$ cat src/rtl/pd_hold_pld.sv
module pd_hold_pld #(
  parameter int NI = 4,
  parameter int NM = 2,
  parameter int NP = 2,
  parameter int EXIT_CYC = 3
)(
  input  logic                          clk,
  input  logic                          rst_n,
  input  logic [NI-1:0]                 in_pins,
  input  logic [NI-1:0]                 in_drv,
  input  logic                          pd_pin,
  input  logic                          pd_en,
  input  logic [NM-1:0]                 io_ext,
  input  logic [NM-1:0]                 io_drv,
  input  logic [NM*NP*(NI+1+2*NM)-1:0]  cfg_tmask,
  input  logic [NM*NP*(NI+1+2*NM)-1:0]  cfg_cmask,
  input  logic [NM*(NI+1+2*NM)-1:0]     cfg_oe_t,
  input  logic [NM*(NI+1+2*NM)-1:0]     cfg_oe_c,
  input  logic [NM-1:0]                 cfg_reg,
  input  logic [NM-1:0]                 cfg_inv,
  output logic [NM-1:0]                 mc_out,
  output logic [NM-1:0]                 mc_oe
);
  localparam int AW = NI + 1 + 2*NM;
  localparam int CW = $clog2(EXIT_CYC + 1);

  logic          hold_q;
  logic [CW-1:0] cnt_q;
  logic [NM-1:0] q_r, kio_r, snap_out, snap_oe;
  logic [NM-1:0] sum, oe_live, out_live, io_lvl;
  logic [NI-1:0] kin_r, in_lvl;
  logic [AW-1:0] arr;

  wire pd_req = pd_en & pd_pin;
  wire frz    = hold_q | pd_req;

  assign in_lvl = (in_drv & in_pins) | (~in_drv & kin_r);
  assign io_lvl = (io_drv & io_ext) | (~io_drv & kio_r);
  assign arr    = {io_lvl, q_r, pd_pin & ~pd_en, in_lvl};

  function automatic logic pterm(input logic [AW-1:0] t, input logic [AW-1:0] c,
                                 input logic [AW-1:0] a);
    return &((~t | a) & (~c | ~a));
  endfunction

  for (genvar m = 0; m < NM; m++) begin : g_mc
    logic [NP-1:0] pt;
    for (genvar p = 0; p < NP; p++) begin : g_pt
      assign pt[p] = pterm(cfg_tmask[(m*NP+p)*AW +: AW], cfg_cmask[(m*NP+p)*AW +: AW], arr);
    end
    assign sum[m]      = |pt;
    assign oe_live[m]  = pterm(cfg_oe_t[m*AW +: AW], cfg_oe_c[m*AW +: AW], arr);
    assign out_live[m] = (cfg_reg[m] ? q_r[m] : sum[m]) ^ cfg_inv[m];
  end

  always_ff @(posedge clk or negedge rst_n) begin
    if (!rst_n) begin
      hold_q <= 1'b0;
      cnt_q  <= '0;
    end else if (pd_req) begin
      hold_q <= 1'b1;
      cnt_q  <= CW'(EXIT_CYC);
    end else if (hold_q) begin
      if (cnt_q == CW'(1)) hold_q <= 1'b0;
      cnt_q <= cnt_q - CW'(1);
    end
  end

  always_ff @(posedge clk or negedge rst_n) begin
    if (!rst_n) begin
      snap_out <= '0;
      snap_oe  <= '0;
    end else if (pd_req && !hold_q) begin
      snap_out <= out_live;
      snap_oe  <= oe_live;
    end
  end

  always_ff @(posedge clk or negedge rst_n) begin
    if (!rst_n) begin
      q_r   <= '0;
      kin_r <= '0;
      kio_r <= '0;
    end else if (!frz) begin
      q_r   <= sum;
      kin_r <= in_lvl;
      kio_r <= (oe_live & out_live) | (~oe_live & io_lvl);
    end
  end

  assign mc_out = hold_q ? snap_out : out_live;
  assign mc_oe  = hold_q ? snap_oe  : oe_live;
endmodule

$ cat config.mk
export PLATFORM = sky130hd
export DESIGN_NAME = pd_hold_pld
export DESIGN_NICKNAME = d
export VERILOG_FILES = /design/src/rtl/pd_hold_pld.sv
export SDC_FILE = /design/constraint.sdc
export NUM_CORES = 1
export LEC_CHECK = 0
export CORE_MARGIN = 4
export CORE_UTILIZATION = 35
export CTS_BUF_LIST = sky130_fd_sc_hd__clkbuf_2 sky130_fd_sc_hd__clkbuf_4 sky130_fd_sc_hd__clkbuf_8
export DETAILED_ROUTE_END_ITERATION = 8
export PLACE_DENSITY_LB_ADDON = 0.1
export SYNTH_ARGS = -nofsm -noshare
export SYNTH_HDL_FRONTEND = slang
export SYNTH_SLANG_ARGS = --single-unit
$ cat constraint.sdc
create_clock -name clk -period 4.8 [get_ports clk]
set_clock_uncertainty 0.1 [all_clocks]
set_input_delay 0.96 -clock clk [delete_from_list [all_inputs] [get_ports clk]]
set_output_delay 0.96 -clock clk [all_outputs]
set_load 0.02 [all_outputs]
# Word level (Yosys, flattened, before mapping)
# Cells that the tools add are included.
[word_totals]
inputBits = 128
ram_bits = 0
reg_bits = 15
romBits = 0
memories = 0
latchBits = 0
wordCells = 78
[op_classes]
n_bitwise = 49
multipliers = 0
add_sub_neg = 1
reduce_logical = 11
n_lt_le_gt_ge = 0
shifts = 0
div = 0
eq_ne = 1
n_mux = 9
[ops]
columns = ["operator", "n"]
rows = [
  ["9-bit NOT", 13],
  ["9-bit OR", 12],
  ["9-bit bitwise AND", 6],
  ["9-bit AND reduction", 6],
  ["2-bit bitwise AND", 4],
  ["4-bit bitwise AND", 2],
  ["2-bit 2-to-1 mux", 4],
  ["1-bit 2-to-1 mux", 5],
  ["2-bit NOT", 2],
  ["4-bit NOT", 1],
  ["2-bit OR", 2],
  ["4-bit OR", 1],
  ["2-bit OR reduction", 2],
  ["1-bit bitwise AND", 2],
  ["2-bit by 1-bit equality test with 1-bit output, second input constant", 1],
  ["2-bit nonzero test", 1],
  ["2-bit by 1-bit subtractor with 2-bit output, second input constant", 1],
  ["1-bit XOR", 2],
  ["1-bit logical AND", 1],
  ["1-bit zero test", 1],
  ["1-bit NOT", 1],
  ["1-bit OR", 1],
]

# Logic depth before layout (Yosys ltp)
[depth]
depth_word = 12
mapped_depth = 7
mapped_depth_nobuf = 6

# Least setup slack after synthesis
# OpenSTA, ideal clock, no wires.
[synth_path]
kind = "input -> output"
start = "in io_drv[1]"
end = "out mc_out[0]"
n_path_buf = 0
path_slack_ps = 1369
t_required_ps = 3740
path_stages = 5
t_arrival_ps = 2371
path_cell_list = "mux2i_4 > mux2_2 > o41ai_4 > or4b_1 > nand3_1"
[synth_via]
elab_chain_cells = 11
elab_cells_between_ends = 17
[synth_rtl]
columns = ["item", "line_no", "rtl"]
rows = [
  ["start: declaration", "14", "input logic [NM-1:0] io_drv,"],
  ["2-bit NOT", "38", "assign io_lvl = (io_drv & io_ext) | (~io_drv & kio_r);"],
  ["2-bit bitwise AND", "38", ""],
  ["2-bit OR *", "38", ""],
  ["9-bit NOT", "43", "return &((~t | a) & (~c | ~a));"],
  ["9-bit OR", "43", ""],
  ["9-bit bitwise AND", "43", ""],
  ["9-bit AND reduction", "43", ""],
  ["2-bit OR reduction *", "51", "assign sum[m] = |pt;"],
  ["1-bit 2-to-1 mux *", "53", "assign out_live[m] = (cfg_reg[m] ? q_r[m] : sum[m]) ^ cfg_inv[m];"],
  ["1-bit XOR *", "53", ""],
  ["2-bit 2-to-1 mux *", "91", "assign mc_out = hold_q ? snap_out : out_live;"],
  ["end: declaration", "21", "output logic [NM-1:0] mc_out,"],
]
# Every way passes the cells marked *; elsewhere a longest branch is shown, timed or not.

# Worst setup path in the final report
[layout_path]
start = "in in_drv[1]"
end = "out mc_out[0]"
[layout_via]
elab_chain_cells = 11
elab_cells_between_ends = 17
[layout_rtl]
columns = ["item", "line_no", "rtl"]
rows = [
  ["start: declaration", "10", "input logic [NI-1:0] in_drv,"],
  ["4-bit NOT", "37", "assign in_lvl = (in_drv & in_pins) | (~in_drv & kin_r);"],
  ["4-bit bitwise AND", "37", ""],
  ["4-bit OR *", "37", ""],
  ["9-bit NOT", "43", ""],
  ["9-bit OR", "43", ""],
  ["9-bit bitwise AND", "43", ""],
  ["9-bit AND reduction", "43", ""],
  ["2-bit OR reduction *", "51", ""],
  ["1-bit 2-to-1 mux *", "53", ""],
  ["1-bit XOR *", "53", ""],
  ["2-bit 2-to-1 mux *", "91", ""],
]
# Marks and branches as above.

==> metrics.cfg <==
[floorplanning]
dieArea_um2 = 6050
core_um2 = 4720
die_height_um = 77.8
num_rows = 25
start_util_pct = 36.1
ios = 132
die_w_um = 77.8

[sta]
finalCriticalPeriod_ns = 4.66
finalSetupViolCount = 0
max_clock_freq_ghz = 0.215
setup_slack_ns = 0.145
tightest_slew_ns = 0.696
finalHoldViolCount = 0
max_slew_margin_pct = 53.4
final.setup.tns_ns = 0
hold_ws_ns = 0.384
slew_violations = 0
rsz0062_at_grt = false
final_min_period_over_clock_period_pct = 97.0

[yosys]
synth_top_flop_cell = dfrtp_1
synth-seq-area-share_pct = 22.0
synthArstFlopShare_pct = 100
syn_area_per_cell_um2 = 9.47
synth-seq-cells = 15
syn_area_um2 = 1700
synth.net_count = 309
ys_types = 36
synth-edff-count = 0
yosysWarnings = 0
synthCells = 180

[finish]
final_cell_count_no_fill = 388
drive_gt1_share_pct = 9.35
syn2layout_area_growth_pct = 88.4
fin_area_um2 = 3210
nets = 451
n_antenna_cell = 0
n_fill_cell = 405

[placement]
place_ws_ns = 0.0716
portBuffers = 131
place.gp.congestion = 0.944
hpwl_mm = 5.63
placed_cell_area_um2 = 3130
place_inst = 382

[clock_tree]
cts_made_buffers = 3
clk_path_buf_depth = 2
clock_latency_ns = 0.24
ctsResizeCount = 0
ctsHoldBuffers = 0
clk_pin_slew_worst_paths_ns = 0.06
cts_max_level = 1
cts-root-buf = clkbuf_8
clock-sinks = 15
cts_tree = built

[run]
cap_violations = 0

[grt]
grt_max_degree = 17
gr-usage-all-layers_pct = 20.6
grt_pass1_vias = 1979
grt_pass1_wl_mm = 9.94
antenna_found_initial = 0
grt.overflow.total = 0

[hold_path]
hold_class = reg -> reg
hold_path_end = snap_oe[1]$_DFFE_PN0P_
min_path_cells = 2
worstHoldStart = snap_oe[1]$_DFFE_PN0P_

[setup_path]
reg2reg_from = q_r[1]$_DFFE_PN0N_
cp.arrival_ns = 3.60
cp_max_fo = 6
crit_required_ns = 3.74
regToRegSetupSlack_ns = 2.39
r2r-end = kio_r[0]$_DFFE_PN0N_
path_cells = clkdlybuf4s50_1, mux2i_4, mux2i_1, nand4b_1, o41ai_4, or4b_1, nand3_1, clkdlybuf4s50_1
cp-start-kind = input pin
critical_path_class = in -> out
critPathSlowestCell = clkdlybuf4s50_1
critPathMaxStageDelay_ns = 0.61
crit_path_frequent_cell = clkdlybuf4s50_1
endpoint_kind = primary output
r2r_cells = 6

[pwr]
peakVddDrop_mv = 0.202
cellLeakagePower_nw = 1.31
powerDensity_nw_per_um2 = 251

[detailed_routing]
viasPerCell = 5.06
drt_iter0_markers = 71
wl_mm = 6.53
drtAntennaViolNets = 0
wire_per_inst_um = 16.8
via_count = 1965
drtPass1Iterations = 4
drc = 0

[status]
status = complete, no violations

## metrics by stage
step                      utilization, %  power (mW)
after floorplan                        -       0.480
after global placement              66.4       0.681
after detailed placement            66.4       0.689
after CTS                           67.4       0.798
after global routing                68.0       0.857
final                               68.0       0.805
## cells in the final DEF (no fill, tap or decap), drive strengths merged, types with 3 or more instances in the layout
| master | count |
|---|---|
| o211ai | 3 |
| clkdlybuf4s50 | 131 |
| clkbuf | 4 |
| o31ai | 3 |
| nand4 | 6 |
| mux2i | 54 |
| nor2 | 8 |
| or4b | 3 |
| mux2 | 7 |
| nand3 | 9 |
| nor2b | 3 |
| nand2 | 31 |
| buf | 10 |
| dfrtp | 15 |
| nor3 | 6 |
| o21ai | 6 |
## how the worst max path moves through the flow
stage | start | to | slack (ns) | depth (start not counted)
finish | in_drv[1] | mc_out[0] | 0.14 | 8
global route | in_drv[1] | mc_out[1] | 0.01 | 8
CTS | in_drv[2] | mc_out[0] | 0.07 | 8
detailed placement | in_drv[2] | mc_out[0] | 0.07 | 8
global placement | in_drv[2] | mc_out[0] | 0.10 | 8
floorplan | io_drv[1] | mc_out[0] | 1.37 | 5
## where the power goes
part | total [mW] | internal (mW) | switching [mW] | leakage, nW
sequential | 0.225 | 0.172 | 0.0525 | 0.185
clock | 0.105 | 0.0643 | 0.0407 | 0.0262
combinational | 0.476 | 0.269 | 0.206 | 1.10
total | 0.805 | 0.506 | 0.300 | 1.31
## worst max-delay path, delay by kind of cell
family / cells / cell delay [ns]
compound gates: 1 / 0.09
buf+inv: 2 / 1.16
mux: 2 / 0.62
simple gates: 3 / 0.77
## final cells by class
class,count,area (um^2),area share [%]
clock buffers,4,48.8,1.52
inverters,2,7.51,0.234
multi-input cells,159,1300,40.4
flip-flops and latches,15,375,11.7
well taps,67,83.8,2.61
repair buffers,141,1400,43.6
## state kept, by name, indices dropped and copies added (netlist names)
name      flops
snap_oe       2
cnt_q         2
kio_r         2
snap_out      2
hold_q        1
q_r           2
kin_r         4
## metal layers
layer / vias to the layer above / wire, um / global-route usage [%]
met1: 914 / 2650 / 25.0
met3: 2 / 485 / 5.34
met5: - / 0 / 0
met4: 0 / 16 / 2.14
met2: 77 / 3380 / 37.4
li1: 972 / - / -
## cells in the mapped netlist, types with 3 or more instances
cell type  instances  area [um^2]
o31ai_1            3         22.5
nor2_1             7         26.3
o21ai_1            3         15.0
o21ai_0            3         15.0
nand3_1            9         45.0
nand2_1           31          116
mux2i_1           48          480
dfrtp_1           15          375
or4b_1             3         30.0
nor3_1             6         30.0
o211ai_1           3         22.5
nand4_1            6         37.5
nor2b_1            3         18.8
mux2_1             4         45.0
mux2i_4            6          135
## kinds of logic after synthesis
| family | after synthesis | share of synthesized area, % |
|---|---|---|
| AO/OA/AOI/OAI | 24 | 12.3 |
| multiplexers | 61 | 41.0 |
| buffers and inverters | 6 | 1.91 |
| XOR/XNOR | 1 | 0.514 |
| AND/OR/NAND/NOR | 72 | 21.5 |
| adder cells (fa/ha/maj) | 1 | 0.734 |
| flip-flops | 15 | 22.0 |
## repair_timing
| item | CTS | global route |
|---|---|---|
| hold endpoints to repair | 0 | 0 |
| setup buffers | 0 | 2 |
| setup endpoints to repair | 0 | 2 |
No activity file was read; power rests on OpenSTA's default activity.
